===== src/rtl/tsm_pkg.sv =====
package tsm_pkg;
  localparam int unsigned SEC_W_D    = 40;
  localparam int unsigned COARSE_W_D = 23;
  localparam int unsigned PHASE_W_D  = 5;
  localparam int unsigned FINE_W_D   = 17;
  localparam int unsigned SUB_W_D    = 6;
  localparam int unsigned SCALE_W_D  = 32;
  localparam int unsigned FRAC_W_D   = 12;
  localparam int unsigned OUT_W_D    = 32;
  localparam int unsigned CTHR_W_D   = 8;
  localparam int unsigned FTHR_W_D   = 23;
  localparam int unsigned SHIFT_D    = 24;
endpackage


===== src/rtl/tsm_adjust.sv =====
module tsm_adjust #(
  parameter int unsigned SEC_W    = 40,
  parameter int unsigned COARSE_W = 23,
  parameter int unsigned PHASE_W  = 5,
  parameter int unsigned FINE_W   = 17,
  parameter int unsigned SUB_W    = 6,
  parameter int unsigned SCALE_W  = 32,
  parameter int unsigned CTHR_W   = 8,
  parameter int unsigned FTHR_W   = 23,
  localparam int unsigned CYC_W   = COARSE_W + PHASE_W,
  localparam int unsigned CFG_W   = CTHR_W + FTHR_W,
  localparam int unsigned ADJ_W   = FINE_W + 1
) (
  input  logic                    clk,
  input  logic                    rst,
  input  logic                    en,
  input  logic                    i_valid,
  input  logic [SEC_W-1:0]        i_sec,
  input  logic [CYC_W-1:0]        i_cycles,
  input  logic [FINE_W-1:0]       i_fine,
  input  logic [SUB_W-1:0]        i_sub,
  input  logic [CFG_W-1:0]        i_wrap,
  input  logic [SCALE_W-1:0]      i_scale,
  input  logic [FINE_W-1:0]       i_start,
  output logic                    o_valid,
  output logic [SEC_W-1:0]        o_sec,
  output logic [COARSE_W-1:0]     o_coarse,
  output logic signed [ADJ_W-1:0] o_adj,
  output logic [SUB_W-1:0]        o_sub,
  output logic [SCALE_W-1:0]      o_scale
);
  localparam int unsigned PCMP_W = CTHR_W + PHASE_W;
  localparam int unsigned FCMP_W = ((ADJ_W > FTHR_W) ? ADJ_W : FTHR_W) + 1;

  logic [COARSE_W-1:0]     coarse_raw;
  logic [PHASE_W-1:0]      phase;
  logic [CTHR_W-1:0]       c_thr;
  logic [FTHR_W-1:0]       f_thr;
  logic signed [ADJ_W-1:0] adj_c;
  logic signed [FCMP_W-1:0] adj_x, thr_x;
  logic                    phase_low, fine_high, wrapped;

  assign coarse_raw = i_cycles[CYC_W-1:PHASE_W];
  assign phase      = i_cycles[PHASE_W-1:0];
  assign c_thr      = i_wrap[CTHR_W-1:0];
  assign f_thr      = i_wrap[CFG_W-1:CTHR_W];

  assign adj_c     = $signed({1'b0, i_fine}) - $signed({1'b0, i_start});
  assign adj_x     = FCMP_W'(adj_c);
  assign thr_x     = FCMP_W'({1'b0, f_thr});
  assign phase_low = PCMP_W'(phase) <= PCMP_W'(c_thr);
  assign fine_high = adj_x > thr_x;
  assign wrapped   = phase_low && fine_high;

  always_ff @(posedge clk) begin
    if (rst) o_valid <= 1'b0;
    else if (en) o_valid <= i_valid;
  end

  always_ff @(posedge clk) begin
    if (en && i_valid) begin
      o_sec    <= i_sec;
      o_coarse <= coarse_raw - COARSE_W'(wrapped);
      o_adj    <= adj_c;
      o_sub    <= i_sub;
      o_scale  <= i_scale;
    end
  end
endmodule


===== src/rtl/tsm_scale.sv =====
module tsm_scale #(
  parameter int unsigned SEC_W    = 40,
  parameter int unsigned COARSE_W = 23,
  parameter int unsigned PHASE_W  = 5,
  parameter int unsigned FINE_W   = 17,
  parameter int unsigned SUB_W    = 6,
  parameter int unsigned SCALE_W  = 32,
  parameter int unsigned OUT_W    = 32,
  localparam int unsigned ADJ_W   = FINE_W + 1,
  localparam int unsigned PROD_W  = ADJ_W + SCALE_W + 1
) (
  input  logic                     clk,
  input  logic                     rst,
  input  logic                     en,
  input  logic                     i_valid,
  input  logic [SEC_W-1:0]         i_sec,
  input  logic [COARSE_W-1:0]      i_coarse,
  input  logic signed [ADJ_W-1:0]  i_adj,
  input  logic [SUB_W-1:0]         i_sub,
  input  logic [SCALE_W-1:0]       i_scale,
  output logic                     o_valid,
  output logic [SEC_W-1:0]         o_sec,
  output logic [OUT_W-1:0]         o_cext,
  output logic signed [PROD_W-1:0] o_prod,
  output logic [SUB_W-1:0]         o_sub
);
  logic signed [PROD_W-1:0] prod_c;
  logic [OUT_W-1:0]         cext_c;

  assign prod_c = PROD_W'(i_adj) * PROD_W'($signed({1'b0, i_scale}));
  assign cext_c = OUT_W'({i_coarse, {PHASE_W{1'b0}}});

  always_ff @(posedge clk) begin
    if (rst) o_valid <= 1'b0;
    else if (en) o_valid <= i_valid;
  end

  always_ff @(posedge clk) begin
    if (en && i_valid) begin
      o_sec  <= i_sec;
      o_cext <= cext_c;
      o_prod <= prod_c;
      o_sub  <= i_sub;
    end
  end
endmodule


===== src/rtl/tsm_pack.sv =====
module tsm_pack #(
  parameter int unsigned SEC_W   = 40,
  parameter int unsigned SUB_W   = 6,
  parameter int unsigned PROD_W  = 51,
  parameter int unsigned OUT_W   = 32,
  parameter int unsigned FRAC_W  = 12,
  parameter int unsigned SHIFT   = 24
) (
  input  logic                     clk,
  input  logic                     rst,
  input  logic                     en,
  input  logic                     i_valid,
  input  logic [SEC_W-1:0]         i_sec,
  input  logic [OUT_W-1:0]         i_cext,
  input  logic signed [PROD_W-1:0] i_prod,
  input  logic [SUB_W-1:0]         i_sub,
  output logic                     o_valid,
  output logic [SEC_W-1:0]         o_sec,
  output logic [OUT_W-1:0]         o_coarse,
  output logic [FRAC_W-1:0]        o_frac
);
  logic [OUT_W-1:0]  sub_x, whole;
  logic [OUT_W-1:0]  sum_c;
  logic [FRAC_W-1:0] frac_c;

  assign sub_x  = {{(OUT_W-SUB_W){i_sub[SUB_W-1]}}, i_sub};
  assign whole  = OUT_W'(i_prod >>> SHIFT);
  assign sum_c  = i_cext + sub_x + whole;
  assign frac_c = i_prod[SHIFT-1 -: FRAC_W];

  always_ff @(posedge clk) begin
    if (rst) o_valid <= 1'b0;
    else if (en) o_valid <= i_valid;
  end

  always_ff @(posedge clk) begin
    if (en && i_valid) begin
      o_sec    <= i_sec;
      o_coarse <= sum_c;
      o_frac   <= frac_c;
    end
  end
endmodule


===== src/rtl/tdc_ts_merge.sv =====
module tdc_ts_merge
  import tsm_pkg::*;
#(
  parameter int unsigned SEC_W    = SEC_W_D,
  parameter int unsigned COARSE_W = COARSE_W_D,
  parameter int unsigned PHASE_W  = PHASE_W_D,
  parameter int unsigned FINE_W   = FINE_W_D,
  parameter int unsigned SUB_W    = SUB_W_D,
  parameter int unsigned SCALE_W  = SCALE_W_D,
  parameter int unsigned FRAC_W   = FRAC_W_D,
  parameter int unsigned OUT_W    = OUT_W_D,
  parameter int unsigned CTHR_W   = CTHR_W_D,
  parameter int unsigned FTHR_W   = FTHR_W_D,
  parameter int unsigned SHIFT    = SHIFT_D,
  localparam int unsigned CYC_W   = COARSE_W + PHASE_W,
  localparam int unsigned CFG_W   = CTHR_W + FTHR_W,
  localparam int unsigned ADJ_W   = FINE_W + 1,
  localparam int unsigned PROD_W  = ADJ_W + SCALE_W + 1
) (
  input  logic              clk,
  input  logic              rst,
  input  logic              in_valid,
  output logic              in_ready,
  input  logic [SEC_W-1:0]  in_sec,
  input  logic [CYC_W-1:0]  in_cycles,
  input  logic [FINE_W-1:0] in_fine,
  input  logic [SUB_W-1:0]  in_subcyc,
  input  logic [CFG_W-1:0]  cfg_wrap,
  input  logic [SCALE_W-1:0] cfg_scale,
  input  logic [FINE_W-1:0] cfg_start,
  output logic              out_valid,
  input  logic              out_ready,
  output logic [SEC_W-1:0]  out_sec,
  output logic [OUT_W-1:0]  out_coarse,
  output logic [FRAC_W-1:0] out_frac
);
  logic advance;

  logic                     s1_valid;
  logic [SEC_W-1:0]         s1_sec;
  logic [COARSE_W-1:0]      s1_coarse;
  logic signed [ADJ_W-1:0]  s1_adj;
  logic [SUB_W-1:0]         s1_sub;
  logic [SCALE_W-1:0]       s1_scale;

  logic                     s2_valid;
  logic [SEC_W-1:0]         s2_sec;
  logic [OUT_W-1:0]         s2_cext;
  logic signed [PROD_W-1:0] s2_prod;
  logic [SUB_W-1:0]         s2_sub;

  // whole pipe moves unless the last stage holds a beat nobody takes
  assign advance  = out_ready || !out_valid;
  assign in_ready = advance;

  tsm_adjust #(
    .SEC_W(SEC_W), .COARSE_W(COARSE_W), .PHASE_W(PHASE_W), .FINE_W(FINE_W),
    .SUB_W(SUB_W), .SCALE_W(SCALE_W), .CTHR_W(CTHR_W), .FTHR_W(FTHR_W)
  ) u_adjust (
    .clk(clk), .rst(rst), .en(advance), .i_valid(in_valid),
    .i_sec(in_sec), .i_cycles(in_cycles), .i_fine(in_fine), .i_sub(in_subcyc),
    .i_wrap(cfg_wrap), .i_scale(cfg_scale), .i_start(cfg_start),
    .o_valid(s1_valid), .o_sec(s1_sec), .o_coarse(s1_coarse), .o_adj(s1_adj),
    .o_sub(s1_sub), .o_scale(s1_scale)
  );

  tsm_scale #(
    .SEC_W(SEC_W), .COARSE_W(COARSE_W), .PHASE_W(PHASE_W), .FINE_W(FINE_W),
    .SUB_W(SUB_W), .SCALE_W(SCALE_W), .OUT_W(OUT_W)
  ) u_scale (
    .clk(clk), .rst(rst), .en(advance), .i_valid(s1_valid),
    .i_sec(s1_sec), .i_coarse(s1_coarse), .i_adj(s1_adj), .i_sub(s1_sub),
    .i_scale(s1_scale),
    .o_valid(s2_valid), .o_sec(s2_sec), .o_cext(s2_cext), .o_prod(s2_prod),
    .o_sub(s2_sub)
  );

  tsm_pack #(
    .SEC_W(SEC_W), .SUB_W(SUB_W), .PROD_W(PROD_W), .OUT_W(OUT_W),
    .FRAC_W(FRAC_W), .SHIFT(SHIFT)
  ) u_pack (
    .clk(clk), .rst(rst), .en(advance), .i_valid(s2_valid),
    .i_sec(s2_sec), .i_cext(s2_cext), .i_prod(s2_prod), .i_sub(s2_sub),
    .o_valid(out_valid), .o_sec(out_sec), .o_coarse(out_coarse), .o_frac(out_frac)
  );
endmodule


===== config.mk =====
export PLATFORM = sky130hd
export DESIGN_NAME = tdc_ts_merge
export DESIGN_NICKNAME = d
export VERILOG_FILES = /design/src/rtl/tsm_pkg.sv /design/src/rtl/tsm_adjust.sv /design/src/rtl/tsm_scale.sv /design/src/rtl/tsm_pack.sv /design/src/rtl/tdc_ts_merge.sv
export SDC_FILE = /design/constraint.sdc
export NUM_CORES = 2
export LEC_CHECK = 0
export BUFFER_PORTS_ARGS = -buffer_cell sky130_fd_sc_hd__buf_2
export CORE_UTILIZATION = 65
export CTS_CLUSTER_DIAMETER = 150
export DETAILED_ROUTE_END_ITERATION = 8
export GPL_ROUTABILITY_DRIVEN = 0
export HOLD_SLACK_MARGIN = 0.08
export PLACE_DENSITY = 0.95
export SLEW_MARGIN = 5
export SYNTH_ARGS = -nofsm -noshare
export SYNTH_HDL_FRONTEND = slang
export SYNTH_SLANG_ARGS = --single-unit

===== constraint.sdc =====
create_clock -name clk -period 18.1 [get_ports clk]
set_clock_uncertainty 0.1 [all_clocks]
set_input_delay 3.62 -clock clk [delete_from_list [all_inputs] [get_ports clk]]
set_output_delay 3.62 -clock clk [all_outputs]
set_load 0.01 [all_outputs]

==> impl_metrics.yaml <==
die:
  dieHeight_um: 224
  die_w_um: 224
  rows: 80
  initial_core_util: 0.663
  die-area_um2: 50000
  core-area_um2: 48100
  ios: 261
route:
  detail-route-antenna-nets: 0
  vias: 23100
  drt-initial-drc-count: 1985
  drt-total-wl_mm: 78.9
  routed_via_density: 5.87
  drt_pass1_iterations: 6
  wire_per_inst_um: 20.1
  drc: 0
synth:
  ys.flop_type: "edfxtp_1"
  synthMuxAreaShare: 0.000666
  yosysMostFrequentCell: "inv_1"
  synthSimpleGateAreaFrac: 0.129
  synth_edf_count: 311
  synth_seq_cells: 314
  yosys-top-cells-area: "fa_1 (30%), edfxtp_1 (29%), ha_1 (10%)"
  synth_seq_area_share: 0.294
  syn_nets: 3935
  synth_area_per_cell_um2: 10.6
  ys_warn_count: 0
  synth_top_family_by_area: "adder cells"
  synthAdderAreaFrac: 0.402
  synth_xor_area_frac: 0.0307
  postSynthCellCount: 3022
  yosys-top-cells-count: "inv_1 (639), fa_1 (482), nand2_1 (367)"
  synth_top_area_frac: 0.302
  syn_area_um2: 31900
  synth_compound_area_frac: 0.0566
  yosysTopAreaCell: "fa_1"
  synthArstFlopShare: 0
  ys_types: 67
sta:
  setup_viol: 0
  final_max_slew_viol_count: 0
  relSlewSlack: 0.115
  rsz0062_at_grt: "no"
  fin_crit_ns: 9.50
  fmax_ghz: 0.105
  hold_violations: 0
  period_share: 0.525
  fin_tns_setup_ns: 0
  tightest_slew_ns: 1.33
hold_path:
  hp-class: "reg2reg"
  min_from: "u_adjust.o_sec[20]"
  worst_hold_path.num_cells: 0
clock_network:
  cts.htree.levels: 2
  cts_root_buffer: "clkbuf_16"
  cts_buffers: 35
  clkTransAtPathRegs_ns: 0.06
  clk_path_buf_depth: 3
  cts_tree: "done"
  clock_latency_ns: 0.57
  cts_setup_buffers: 0
  hold_buffers: 0
  cts_resized: 0
  clock_sinks: 314
worst_setup_path:
  worst_r2r_path_depth: 21
  r2r_slack_ns: 10.43
  worst-path-stages: 30
  crit_family: "compound AO/OA/AOI/OAI gates"
  endpoint_kind: "flip-flop"
  slowest_delay_ns: 0.75
  regToRegStartpoint: "u_adjust.o_adj[2]"
  criticalPathCategory: "in2reg"
  arrival_ns: 9.71
  crit_path_frequent_cell: "ha_1"
  setup.worst_path.start: "in_fine[0]"
  path_max_fanout: 4
  worstSetupStartpointType: "input pin"
  cp_slowest_cell: "nor4_1"
  required_ns: 18.31
  crit_buf_inv: 2
job:
  drv_cap: 0
global_routing:
  grt_pass1_wl_mm: 127
  antenna_found_initial: 4
  gr-total-overflow: 0
  grt.total_usage: 0.327
  grt_max_degree: 69
  grt_pass1_vias: 25400
placed_design:
  hpwl_mm: 57.3
  placed_cell_area_um2: 33900
  port_buffers: 260
final_layout:
  layout.nets: 4157
  final_area_um2: 35100
  layout-drive-gt1-share: 0.106
  area_delta_synth_final_pct: 9.90
status:
  outcome: "complete, no violations"
## worst paths after layout
check                                             end
worst min-delay path                u_scale.o_sec[20]
worst max-delay path            u_adjust.o_coarse[20]
worst max register to register     u_scale.o_prod[50]
worst min register to register      u_scale.o_sec[20]
## metal layers
metal	global-route usage	wire length (µm)	share of wire
met1	0.379	27600	0.35
met2	0.569	40100	0.51
met3	0.0717	6990	0.089
met4	0.172	4200	0.053
met5	0	0	0
## cell type report
cell class                 instances  area, µm²
clock buffer                      39        911
tap                              656        821
timing repair buffer             280       1450
inverter                         639       2400
antenna                            4       10.0
sequential                       314       9400
fill                            2963      13000
multi-input combinational       1974      19800
clock inverter                    23        319
## through the flow
stage / hold WS, ns / utilization / instances / setup WS [ns]
after floorplan: 0.300 / - / 3022 / 9.54
after global placement: 0.300 / 0.703 / 3863 / 8.50
after detailed placement: 0.305 / 0.703 / 3863 / 8.16
after CTS: 0.317 / 0.729 / 3925 / 8.68
after global routing: 0.323 / 0.729 / 3929 / 8.21
final: 0.315 / 0.729 / 3929 / 8.60
## cells by family after synthesis
family	Yosys count
fa+ha+maj	738
xor+xnor	112
mux	2
simple gates	849
flops	314
buf+inv	734
compound gates	273
## flip-flops by register name, summed over array words and instances, names as in the netlist, 6 cells and up
name / flops
u_adjust.o_adj: 18
u_adjust.o_scale: 32
u_scale.o_cext: 23
u_pack.o_frac: 12
u_adjust.o_sub: 6
u_adjust.o_sec: 40
u_pack.o_sec: 40
u_pack.o_coarse: 32
u_adjust.o_coarse: 23
u_scale.o_sub: 6
u_scale.o_prod: 39
u_scale.o_sec: 40
## cells in the final DEF (no fill, tap or decap), types with 5 or more instances in the layout
cell	count
o21bai_1	12
nor4_1	9
a21o_1	43
bufinv_16	6
or4_1	5
buf_4	20
or3_1	7
inv_1	639
xnor2_1	71
nor2b_1	18
buf_2	260
a211oi_1	11
nor3_1	25
o21ai_0	30
and4_1	5
o21ai_1	10
o21a_1	18
a21oi_1	87
nand2b_1	20
fa_1	482
and3_1	12
xor2_1	41
a31oi_1	8
nor2_1	98
nand4_1	5
ha_1	256
clkinv_1	6
clkbuf_16	35
edfxtp_1	311
nand3_1	26
and2_1	238
nand2_1	367
Power is not shown: default switching activity piles up to over one toggle a cycle in this logic, so the estimate is an artifact.
